## src/rtl/csel_pkg.sv

```systemverilog
package csel_pkg;

  typedef enum logic [1:0] {
    BLK_SMALL = 2'd0,
    BLK_MID   = 2'd1,
    BLK_LARGE = 2'd2,
    BLK_ALT   = 2'd3
  } blk_size_e;

  // Half-open window test with the end computed one bit wider (no wrap).
  function automatic logic in_win(input logic [31:0] a, input logic [31:0] base,
                                  input logic [31:0] len);
    logic [32:0] lim;
    lim = {1'b0, base} + {1'b0, len};
    return (len != 32'd0) && ({1'b0, a} >= {1'b0, base}) && ({1'b0, a} < lim);
  endfunction

  // Two nonempty windows share an address.
  function automatic logic win_ovl(input logic [31:0] b1, input logic [31:0] l1,
                                   input logic [31:0] b2, input logic [31:0] l2);
    logic [32:0] e1;
    logic [32:0] e2;
    e1 = {1'b0, b1} + {1'b0, l1};
    e2 = {1'b0, b2} + {1'b0, l2};
    return (l1 != 32'd0) && (l2 != 32'd0) && ({1'b0, b1} < e2) && ({1'b0, b2} < e1);
  endfunction

  // Bank span in address units.
  function automatic logic [31:0] bank_span(input blk_size_e sz, input logic wide,
                                            input logic [31:0] min_bytes);
    logic [31:0] bytes;
    unique case (sz)
      BLK_SMALL: bytes = min_bytes;
      BLK_MID:   bytes = min_bytes << 1;
      default:   bytes = min_bytes << 2;
    endcase
    return wide ? (bytes >> 1) : bytes;
  endfunction

  function automatic logic [31:0] ram_span(input logic wide, input logic [31:0] ram_bytes);
    return wide ? (ram_bytes >> 1) : ram_bytes;
  endfunction

endpackage

```

## src/rtl/csel_window.sv

```systemverilog
module csel_window #(
  parameter int unsigned AW = 17
) (
  input  logic [AW-1:0] addr,
  input  logic [AW-1:0] base,
  input  logic [AW-1:0] len,
  input  logic          en,
  output logic          hit
);
  import csel_pkg::*;

  assign hit = en && in_win(32'(addr), 32'(base), 32'(len));

endmodule

```

## src/rtl/csel_cfg_check.sv

```systemverilog
module csel_cfg_check #(
  parameter int unsigned AW    = 17,
  parameter int unsigned NCODE = 4
) (
  input  logic [NCODE-1:0][AW-1:0] code_base,
  input  logic [NCODE-1:0][AW-1:0] code_len,
  input  logic [31:0]              span,
  input  logic [AW-1:0]            ram_base,
  input  logic [AW-1:0]            ram_len,
  input  logic [AW-1:0]            io_base,
  input  logic [AW-1:0]            io_len,
  input  logic [AW-1:0]            pio_base,
  input  logic [AW-1:0]            pio_len,
  input  logic                     pio_en,
  output logic                     span_viol,
  output logic                     code_ovl,
  output logic                     aux_ovl
);
  import csel_pkg::*;

  localparam int unsigned NPAIR = NCODE * NCODE;

  logic [NCODE-1:0] len_big;
  logic [NPAIR-1:0] pair_ovl;
  logic [AW-1:0]    pio_len_eff;

  generate
    for (genvar i = 0; i < NCODE; i++) begin : g_span
      assign len_big[i] = 32'(code_len[i]) > span;
    end
    for (genvar i = 0; i < NCODE; i++) begin : g_row
      for (genvar j = 0; j < NCODE; j++) begin : g_col
        if (j > i) begin : g_chk
          assign pair_ovl[i*NCODE+j] = win_ovl(32'(code_base[i]), 32'(code_len[i]),
                                               32'(code_base[j]), 32'(code_len[j]));
        end else begin : g_nochk
          assign pair_ovl[i*NCODE+j] = 1'b0;
        end
      end
    end
  endgenerate

  assign pio_len_eff = pio_en ? pio_len : '0;
  assign span_viol   = |len_big;
  assign code_ovl    = |pair_ovl;
  assign aux_ovl     = win_ovl(32'(ram_base), 32'(ram_len), 32'(io_base), 32'(io_len))
                     | win_ovl(32'(ram_base), 32'(ram_len), 32'(pio_base), 32'(pio_len_eff))
                     | win_ovl(32'(io_base), 32'(io_len), 32'(pio_base), 32'(pio_len_eff));

endmodule

```

## src/rtl/csel_arbiter.sv

```systemverilog
module csel_arbiter #(
  parameter int unsigned NCODE = 4
) (
  input  logic             strobe,
  input  logic [NCODE-1:0] code_hit,
  input  logic             ram_hit,
  input  logic             io_hit,
  input  logic             pio_hit,
  output logic [NCODE-1:0] code_sel,
  output logic             ram_sel,
  output logic             io_sel,
  output logic             pio_sel
);
  logic [NCODE-1:0] lowest;
  logic             aux_any;

  // Isolate the lowest set bit: lowest index wins among code banks.
  assign lowest  = code_hit & (~code_hit + 1'b1);
  assign aux_any = ram_hit | io_hit | pio_hit;

  always_comb begin
    ram_sel  = strobe && ram_hit;
    io_sel   = strobe && !ram_hit && io_hit;
    pio_sel  = strobe && !ram_hit && !io_hit && pio_hit;
    code_sel = (strobe && !aux_any) ? lowest : '0;
  end

endmodule

```

## src/rtl/csel_decoder.sv

```systemverilog
module csel_decoder #(
  parameter int unsigned ADDR_W    = 17,
  parameter int unsigned NCODE     = 4,
  parameter int unsigned MIN_BANK  = 8192,
  parameter int unsigned RAM_BYTES = 2048
) (
  input  logic                         clk,
  input  logic                         rst_n,
  input  logic                         bus_strobe,
  input  logic [ADDR_W-1:0]            bus_addr,
  input  logic                         wide_bus,
  input  logic [1:0]                   blk_size,
  input  logic [NCODE-1:0][ADDR_W-1:0] code_base,
  input  logic [NCODE-1:0][ADDR_W-1:0] code_len,
  input  logic [ADDR_W-1:0]            ram_base,
  input  logic [ADDR_W-1:0]            io_base,
  input  logic [ADDR_W-1:0]            io_len,
  input  logic [ADDR_W-1:0]            pio_base,
  input  logic [ADDR_W-1:0]            pio_len,
  input  logic                         pio_enable,
  output logic [NCODE-1:0]             sel_code,
  output logic                         sel_ram,
  output logic                         sel_io,
  output logic                         sel_pio,
  output logic                         cfg_err
);
  import csel_pkg::*;

  localparam int unsigned NSEL = NCODE + 3;

  logic [31:0]      span;
  logic [ADDR_W-1:0] ram_len;
  logic [NCODE-1:0] code_hit;
  logic             ram_hit, io_hit, pio_hit;
  logic [NCODE-1:0] code_nx;
  logic             ram_nx, io_nx, pio_nx;
  logic             span_viol, code_ovl, aux_ovl;

  assign span    = bank_span(blk_size_e'(blk_size), wide_bus, 32'(MIN_BANK));
  assign ram_len = ADDR_W'(ram_span(wide_bus, 32'(RAM_BYTES)));

  generate
    for (genvar i = 0; i < NCODE; i++) begin : g_code
      csel_window #(.AW(ADDR_W)) u_win (
        .addr(bus_addr), .base(code_base[i]), .len(code_len[i]), .en(1'b1), .hit(code_hit[i])
      );
    end
  endgenerate

  csel_window #(.AW(ADDR_W)) u_ram (
    .addr(bus_addr), .base(ram_base), .len(ram_len), .en(1'b1), .hit(ram_hit)
  );
  csel_window #(.AW(ADDR_W)) u_io (
    .addr(bus_addr), .base(io_base), .len(io_len), .en(1'b1), .hit(io_hit)
  );
  csel_window #(.AW(ADDR_W)) u_pio (
    .addr(bus_addr), .base(pio_base), .len(pio_len), .en(pio_enable), .hit(pio_hit)
  );

  csel_arbiter #(.NCODE(NCODE)) u_arb (
    .strobe(bus_strobe), .code_hit(code_hit), .ram_hit(ram_hit), .io_hit(io_hit),
    .pio_hit(pio_hit), .code_sel(code_nx), .ram_sel(ram_nx), .io_sel(io_nx), .pio_sel(pio_nx)
  );

  csel_cfg_check #(.AW(ADDR_W), .NCODE(NCODE)) u_chk (
    .code_base(code_base), .code_len(code_len), .span(span),
    .ram_base(ram_base), .ram_len(ram_len), .io_base(io_base), .io_len(io_len),
    .pio_base(pio_base), .pio_len(pio_len), .pio_en(pio_enable),
    .span_viol(span_viol), .code_ovl(code_ovl), .aux_ovl(aux_ovl)
  );

  always_ff @(posedge clk or negedge rst_n) begin
    if (!rst_n) begin
      sel_code <= '0;
      sel_ram  <= 1'b0;
      sel_io   <= 1'b0;
      sel_pio  <= 1'b0;
      cfg_err  <= 1'b0;
    end else begin
      sel_code <= code_nx;
      sel_ram  <= ram_nx;
      sel_io   <= io_nx;
      sel_pio  <= pio_nx;
      cfg_err  <= span_viol | code_ovl | aux_ovl;
    end
  end

  logic [NSEL-1:0] sel_all;
  assign sel_all = {sel_code, sel_ram, sel_io, sel_pio};

  AST_SEL_ONEHOT: assert property (@(posedge clk) disable iff (!rst_n)
    $onehot0(sel_all));
  AST_IDLE_QUIET: assert property (@(posedge clk) disable iff (!rst_n)
    !bus_strobe |=> (sel_all == '0));
  AST_RAM_OVER_CODE: assert property (@(posedge clk) disable iff (!rst_n)
    (bus_strobe && ram_hit) |=> (sel_ram && sel_code == '0));
  AST_IO_OVER_CODE: assert property (@(posedge clk) disable iff (!rst_n)
    (bus_strobe && io_hit) |=> (sel_code == '0));
  AST_PIO_GATED: assert property (@(posedge clk) disable iff (!rst_n)
    !pio_enable |=> !sel_pio);
  AST_SPAN_ERR: assert property (@(posedge clk) disable iff (!rst_n)
    span_viol |=> cfg_err);
  AST_CODE_OVL_ERR: assert property (@(posedge clk) disable iff (!rst_n)
    code_ovl |=> cfg_err);
  AST_AUX_OVL_ERR: assert property (@(posedge clk) disable iff (!rst_n)
    aux_ovl |=> cfg_err);

endmodule

```

## config.mk

```make
export PLATFORM = sky130hd
export DESIGN_NAME = csel_decoder
export DESIGN_NICKNAME = d
export VERILOG_FILES = /design/src/rtl/csel_pkg.sv /design/src/rtl/csel_window.sv /design/src/rtl/csel_cfg_check.sv /design/src/rtl/csel_arbiter.sv /design/src/rtl/csel_decoder.sv
export SDC_FILE = /design/constraint.sdc
export NUM_CORES = 1
export LEC_CHECK = 0
export ABC_CLOCK_PERIOD_IN_PS = 800
export BUFFER_PORTS_ARGS = -buffer_cell sky130_fd_sc_hd__buf_2
export CAP_MARGIN = 30
export CORE_ASPECT_RATIO = 0.5
export CORE_MARGIN = 2
export CORE_UTILIZATION = 55
export DETAILED_ROUTE_END_ITERATION = 8
export HOLD_SLACK_MARGIN = 0.12
export PLACE_DENSITY = 0.78
export SLEW_MARGIN = 20
export SYNTH_ARGS = -nofsm -noshare
export SYNTH_HDL_FRONTEND = slang
export SYNTH_SLANG_ARGS = --single-unit
```

## constraint.sdc

```tcl
create_clock -name clk -period 0.8 [get_ports clk]
set_input_delay 0.08 -clock clk [delete_from_list [all_inputs] [get_ports clk]]
set_output_delay 0.08 -clock clk [all_outputs]
set_load 0.01 [all_outputs]
```

==> results.env, run 1 <==
SWITCHING_SHARE_PCT=50.0
CRITPATHARRIVALTIME_NS=4.22
POST-SYNTH-TOP-AREA-FRACTION_PCT=45.0
TIGHTESTPINTRANSITION_NS=0.705
HOLD_CLASS='in2reg'
PWR-SHARE-COMB_PCT=95.0
INITIAL_STANDARD_CELL_UTILIZATION_OF_THE_CORE_PCT=56.7
GRT_USE_TOTAL_PCT=43.6
CELL_INTERNAL_PWR_mW=13.7
TIMING.FINAL.HOLD_VIOLATIONS=0
NUM_VIAS=22800
TIMING.MAX_SLEW.REL_SLACK_PCT=53.0
FINAL.SETUP.WORST_SLACK_NS=-3.32
ANTENNA_FOUND_INITIAL=3
FINALSETUPVIOLCOUNT=16
GRT_START_MAX_NET_PINS=13
SYNTH-EDFF-COUNT=0
FP.COREAREA_UM2=30700
POST_DRT_WL_PER_CELL_UM=21.3
P_TOTAL_mW=27.4
SYN_AVG_CELL_AREA_UM2=7.95
SYNTH_SEQ_CELLS=8
WORSTPATHMAXFANOUT=4
YOSYSSEQAREASHARE_PCT=1.15
TOTALWIRELENGTH_UM=77400
HOLD_DEPTH=3
CLOCK_POWER_SHARE_PCT=3.4
POSTSYNTH.ASYNCRESETSHARE_PCT=100
DETAILEDPLACEMENTHPWL_UM=64100
FINAL.FILL_COUNT=1979
RSZ0062_AT_GRT='true'
PORT_BUFFERS=252
SYNTH_TOP_CELL_BY_AREA='sky130_fd_sc_hd__ha_1'
CP_SLOWEST_CELL='sky130_fd_sc_hd__fa_1'
DRTPASS1ITERATIONS=8
FINAL_STANDARD_CELL_UTILIZATION_OF_THE_CORE_PCT=83.8
PLACE_CONGESTION=1.02
SYN-CELL-AREA_UM2=17400
DETAIL_ROUTE.DRC_VIOLATIONS=0
SYNTH-WARNING-COUNT=0
POST_SYNTH_INST_COUNT=2192
FAILED_CHECKS='negative setup slack'
P_LEAK_nW=14.0
TOP_CELLS_BY_AREA_SYNTH='sky130_fd_sc_hd__ha_1, sky130_fd_sc_hd__a21oi_1, sky130_fd_sc_hd__a21o_1, sky130_fd_sc_hd__inv_1, sky130_fd_sc_hd__o21ai_0'
PWR_DENSITY_CELL_nW_PER_UM2=1070
DIE-AREA_UM2=33200
SEQUENTIALPOWERSHARE_PCT=1.6
AREA_DELTA_SYNTH_FINAL_PCT=47.8
DRV.MAX_CAP_VIOLATION_COUNT=0
CLOCKROOTBUFFER='sky130_fd_sc_hd__clkbuf_16'
PATH_DEPTH=26
LAYOUT.CELL_AREA.NON_FILLER_UM2=25800
WORST_SETUP_HOLD_PATH_CLK_SLEW_NS=0.04
NUMCTSBUFFERS=3
NET-SWITCHING-POWER_mW=13.7
STATUS='finished, violations left'
CTS-HTREE-LEVELS=1
NUMBER_OF_GLOBAL_ROUTE_VIAS_BEFORE_REPAIR=22500
FINAL_MAX_SLEW_VIOL_COUNT=0
RATIO_OF_CELLS_WITH_DRIVE_ABOVE_1_IN_THE_FINAL_LAYOUT_PCT=35.3
FINALNETCOUNT=4092
CLOCK_TREE.BUFFER_DEPTH=2
CLOCK_SINKS=8
NETLIST-CELL-TYPE-COUNT=76
AVGVIACOUNTPERCELL=6.26
CP.REQUIRED_NS=0.90
MAX_FREQ_MHz=243
CPLARGESTDELAYFAMILY='compound AO/OA/AOI/OAI gates'
CTS_TREE='yes'
FIN_CRIT_SH_PCT=515
YS_DOMINANT_REG_CELL='sky130_fd_sc_hd__dfrtp_1'
GRT_PASS1_WL_UM=115000
PLACEDINSTANCEAREA_UM2=24800
ANTENNA_VIOLATING_NETS_REMAINING=0
CP_NUM_BUF_INV=5
SYNTHESIS.NETS=3072
MIN_PERIOD_NS=4.12
DETAIL_ROUTE.ITER0.VIOLATIONS=2529
CRIT_PATH_START_KIND='input port'
MOST_COMMON_CELL_IN_THE_NETLIST='sky130_fd_sc_hd__ha_1'
GLOBALROUTE.TOTALOVERFLOW=0
DIE_X_UM=256
WORST_IR_DROP_VDD_uV=910
CRITPATHCAPTURETYPE='flip-flop'
NETLIST_TOP_CELLS_COUNT='sky130_fd_sc_hd__ha_1, sky130_fd_sc_hd__a21oi_1, sky130_fd_sc_hd__inv_1'
FP.DIEH_UM=130
MAX_STAGE_DELAY_NS=0.39
WORST-SETUP-PATH-TYPE='in2reg'
FLOORPLAN.IO_PINS=253
FP-ROW-COUNT=45
[path summary, 6_finish.rpt]
path	startpoint	endpoint
worst max-delay path	pio_enable	cfg_err
worst min-delay path	bus_strobe	sel_ram
max in group asynchronous	rst_n	cfg_err
min in group asynchronous	rst_n	sel_pio
[routing by layer]
| layer | up-vias | global-route usage [%] | routed length [µm] |
|---|---|---|---|
| met5 | - | 0 | 0 |
| met4 | 0 | 20.8 | 4500 |
| met3 | 383 | 8.39 | 8600 |
| met2 | 1315 | 71.9 | 32900 |
| met1 | 10600 | 55.4 | 31400 |
| li1 | 10500 | - | - |
[logic make-up (layout without fill, tap and decap cells)]
| family | count (synthesis) | after routing | share of synthesized area, % |
|---|---|---|---|
| AO/OA/AOI/OAI | 722 | 722 | 26.9 |
| XOR/XNOR | 101 | 101 | 5.12 |
| adder cells (fa/ha/maj) | 649 | 649 | 46.8 |
| buffers and inverters | 198 | 1216 | 4.27 |
| flip-flops | 8 | 8 | 1.15 |
| multiplexers | 1 | 1 | 0.0575 |
| other | 0 | 2 | 0 |
| AND/OR/NAND/NOR | 513 | 513 | 15.7 |
[area by class of cell]
type                            instances  area [µm²]  share of cell area [%]
Antenna cell                            2        5.00                  0.0194
Clock buffer                            3        75.1                   0.292
Inverter                              196         736                    2.86
Multi-Input combinational cell       1986       17000                    66.2
Sequential cell                         8         200                   0.777
Tap cell                              423         529                    2.06
Timing Repair Buffer                 1017        7160                    27.8
[cells in the final DEF, fill, tap and decap left out, drive strengths merged, types with 14 or more instances in the layout]
master / synthesis / routed
a2111oi: 18 / 18
xor2: 52 / 52
nor4: 31 / 31
inv: 196 / 196
o21bai: 20 / 20
ha: 627 / 627
nand3: 57 / 57
maj3: 14 / 14
nor3: 35 / 35
xnor2: 49 / 49
o211ai: 32 / 32
o21ai: 143 / 143
a21oi: 212 / 212
o2111ai: 16 / 16
a211oi: 37 / 37
nand2b: 46 / 46
o21a: 41 / 41
and2: 22 / 22
a21o: 107 / 107
nand4: 45 / 45
nor2: 82 / 82
nand2: 94 / 94
a31oi: 18 / 18
nor2b: 43 / 43
buf: 0 / 1015
[repair_timing]
item / 4_1_cts / 5_1_grt
setup buffers: 24 / 16
hold endpoints to repair: 9 / 0
setup endpoints to repair: 14 / 16
gates resized for setup: 76 / 51
pin swaps: 63 / 31
gates cloned: 0 / 0
hold buffers: 2 / 0
[state kept, by name, indices dropped and copies added (netlist names)]
name,count
sel_ram,1
sel_code,4
sel_io,1
cfg_err,1
sel_pio,1
[worst min-delay path, delay by kind of cell]
family | cells | cell delay [ns]
AND/OR/NAND/NOR | 1 | 0.05
buffers and inverters | 2 | 0.21
[per-stage QoR]
stage / worst slack [ns] / hold slack, ns / std cells / TNS [ns]
floorplan: -3.09 / -0.216 / 2192 / -20.01
global placement: -3.47 / -0.0688 / 3592 / -24.40
detailed placement: -3.59 / -0.0664 / 3592 / -25.60
CTS: -3.20 / 0.141 / 3618 / -21.97
global route: -3.67 / 0.136 / 3635 / -26.18
finish: -3.32 / 0.129 / 3635 / -23.95
[power by group through the flow]
stage | sequential (mW) | clock, mW | combinational [mW]
detailed placement | 0.445 | 0 | 23.6
finish | 0.447 | 0.921 | 26.1
global placement | 0.445 | 0 | 22.7
CTS | 0.442 | 0.844 | 24.3
floorplan | 0.459 | 0 | 12.6
global route | 0.447 | 0.904 | 28.4
Note: power is estimated with default switching activity, not from simulation.
==> run 2: changes to the inputs <==
--- a/config.mk
+++ b/config.mk
@@ -8,12 +8,14 @@
 export ABC_CLOCK_PERIOD_IN_PS = 800
 export BUFFER_PORTS_ARGS = -buffer_cell sky130_fd_sc_hd__buf_2
 export CAP_MARGIN = 30
+export CELL_PAD_IN_SITES_DETAIL_PLACEMENT = 0
+export CELL_PAD_IN_SITES_GLOBAL_PLACEMENT = 2
 export CORE_ASPECT_RATIO = 0.5
 export CORE_MARGIN = 2
-export CORE_UTILIZATION = 55
+export CORE_UTILIZATION = 36
 export DETAILED_ROUTE_END_ITERATION = 8
 export HOLD_SLACK_MARGIN = 0.12
-export PLACE_DENSITY = 0.78
+export PLACE_DENSITY = 0.86
 export SLEW_MARGIN = 20
 export SYNTH_ARGS = -nofsm -noshare
 export SYNTH_HDL_FRONTEND = slang
==> run 2 against run 1 <==
  * The run still ends with negative setup slack left
  * Setup slack gained 0.076 ns
  * Clock power grew 2.9%
  * Non-clock buffer count decreased by 37
  * Sequential cell count stayed put
  * Global-route usage down 15 points
==> results.env, run 2 (synthesis gave the netlist of run 1 again) <==
PORT_BUFFERS=252
NUM_VIAS=20900
MIN_PERIOD_NS=4.04
ANTENNA_VIOLATING_NETS_REMAINING=0
LARGEST_REG_FLOPS=4
ANTENNA_FOUND_INITIAL=1
NUMCTSBUFFERS=3
NET-SWITCHING-POWER_mW=12.7
WORSTPATHMAXFANOUT=4
WORST-SETUP-PATH-TYPE='in2reg'
MAX_FREQ_MHz=247
WORSTPATHCELLLIST='buf_2 > ha_1 > inv_1 > fa_2 > nor2b_4 > o31a_1 > o41a_1 > a211oi_2 > nor4b_1 > o21a_1 > o21ai_1 > nand2b_1 > a21oi_1 > xor2_1 > buf_4 > ha_1 > o2111ai_1 > buf_4 > inv_1 > nand4_1 > o21ai_2 > o2111ai_4 > a21oi_2 > nand4b_1'
SWITCHING_SHARE_PCT=48.8
HOLD_CLASS='in2async'
TIMING.MAX_SLEW.REL_SLACK_PCT=51.0
CP.REQUIRED_NS=0.92
ANTENNA-DIODE-COUNT=0
CLOCK_POWER_SHARE_PCT=3.7
CPLARGESTDELAYFAMILY='compound AO/OA/AOI/OAI gates'
AREA_DELTA_SYNTH_FINAL_PCT=47.0
DETAIL_ROUTE.DRC_VIOLATIONS=0
DETAIL_ROUTE.ITER0.VIOLATIONS=1306
CRITPATHARRIVALTIME_NS=4.16
SEQUENTIALPOWERSHARE_PCT=1.7
CELL_INTERNAL_PWR_mW=13.3
CRIT_PATH_START_KIND='input port'
FINAL.SETUP.WORST_SLACK_NS=-3.24
CP_SLOWEST_CELL='sky130_fd_sc_hd__o41a_1'
CRITPATHCAPTURETYPE='flip-flop'
FINAL.FILL_COUNT=4545
P_LEAK_nW=13.8
FP.COREAREA_UM2=47300
PLACE_CONGESTION=0.998
REGMOSTFLOPS='sel_code'
DIE-AREA_UM2=50300
PWR_DENSITY_CELL_nW_PER_UM2=1010
FP.DIEH_UM=160
DIE_X_UM=315
FIN_CRIT_SH_PCT=505
FAILED_CHECKS='negative setup slack'
RATIO_OF_CELLS_WITH_DRIVE_ABOVE_1_IN_THE_FINAL_LAYOUT_PCT=33.8
DRV.MAX_CAP_VIOLATION_COUNT=0
GRT_PASS1_WL_UM=112000
GRT_USE_TOTAL_PCT=28.4
DETAILEDPLACEMENTHPWL_UM=66400
CTS_TREE='yes'
STATUS='finished, violations left'
FP-ROW-COUNT=56
TOP_LIBRARY_CELLS_BY_USAGE_IN_THE_LAYOUT_FILL_AND_TAPS_ASIDE='sky130_fd_sc_hd__buf_4, sky130_fd_sc_hd__ha_1, sky130_fd_sc_hd__buf_2, sky130_fd_sc_hd__a21oi_1, sky130_fd_sc_hd__inv_1'
MAX_STAGE_DELAY_NS=0.37
FLOORPLAN.IO_PINS=253
FINALSETUPVIOLCOUNT=16
GRT_START_MAX_NET_PINS=16
CP_NUM_BUF_INV=5
AVGVIACOUNTPERCELL=5.48
WORST_IR_DROP_VDD_uV=621
INITIAL_STANDARD_CELL_UTILIZATION_OF_THE_CORE_PCT=36.8
NUMBER_OF_GLOBAL_ROUTE_VIAS_BEFORE_REPAIR=21100
DRTPASS1ITERATIONS=5
CLOCKROOTBUFFER='sky130_fd_sc_hd__clkbuf_16'
PWR-SHARE-COMB_PCT=94.6
TIGHTESTPINTRANSITION_NS=0.726
STDCELL_COUNT=3811
GLOBALROUTE.TOTALOVERFLOW=0
CLOCK_TREE.BUFFER_DEPTH=2
CLOCK_SINKS=8
FINALNETCOUNT=4055
MOST_FREQUENT_STANDARD_CELL_IN_THE_LAYOUT_EXCLUDING_FILL_AND_TAP_CELLS='sky130_fd_sc_hd__buf_4'
NUMPLACEDINSTANCES=3781
WORST_SETUP_HOLD_PATH_CLK_SLEW_NS=0.05
FINAL.HOLD.WORST_SLACK_NS=0.236
POST_DRT_WL_PER_CELL_UM=19.3
TIMING.FINAL.HOLD_VIOLATIONS=0
RSZ0062_AT_GRT='true'
FINAL_MAX_SLEW_VIOL_COUNT=0
CTS-HTREE-LEVELS=1
TOTALWIRELENGTH_UM=73400
==> run 2: final timing paths <==
path / from / end / slack [ns] / cells after the start
worst min-delay path: rst_n / sel_code[1] / 0.24 / 2
worst max-delay path: code_base[17] / cfg_err / -3.24 / 24
min in group clk: bus_strobe / sel_pio / 0.29 / 5
max in group asynchronous: rst_n / sel_code[0] / 0.34 / 2
==> run 2: area by class of cell <==
class                      instances  area, µm²  area share, %
sequential                         8        200          0.782
timing repair buffer             980       6830           26.7
clock buffer                       3       75.1          0.293
tap                              638        798           3.12
inverter                         196        736           2.87
multi-input combinational       1986      17000           66.3
==> run 2: layer usage <==
layer | vias up | global-route usage (%) | share of wire, % | wire length (µm)
li1 | 10400 | - | - | -
met1 | 9945 | 38.7 | 47 | 34600
met2 | 476 | 49.2 | 46 | 33800
met3 | 85 | 1.97 | 4.8 | 3550
met4 | 2 | 5.35 | 2.0 | 1460
met5 | - | 0 | 0.018 | 13
==> run 2: timing repair <==
| item | CTS | global route |
|---|---|---|
| pin swaps | 29 | 26 |
| gates resized for setup | 37 | 53 |
| hold endpoints to repair | 10 | 0 |
| hold buffers | 2 | 0 |
| setup buffers | 19 | 9 |
| setup endpoints to repair | 16 | 16 |
==> run 2: through the flow <==
| stage | TNS, ns | area (µm²) | setup slack [ns] | power, mW | util (%) |
|---|---|---|---|---|---|
| 2_1_floorplan | -20.01 | 17500 | -3.09 | 13.0 | - |
| 3_3_place_gp | -24.87 | 24900 | -3.53 | 23.3 | 52.6 |
| 3_5_place_dp | -26.14 | 24900 | -3.70 | 23.8 | 52.6 |
| 4_1_cts | -22.75 | 25300 | -3.25 | 25.3 | 53.5 |
| 5_1_grt | -24.42 | 25600 | -3.50 | 28.8 | 54.1 |
| 6_report | -22.67 | 25600 | -3.24 | 26.0 | 54.1 |
==> run 2: power by group through the flow <==
stage | Clock (mW) | Sequential [mW] | Combinational, mW
2_1_floorplan | 0 | 0.459 | 12.6
3_3_place_gp | 0 | 0.447 | 22.8
3_5_place_dp | 0 | 0.447 | 23.4
4_1_cts | 0.938 | 0.443 | 23.9
5_1_grt | 0.965 | 0.444 | 27.4
6_report | 0.948 | 0.442 | 24.6
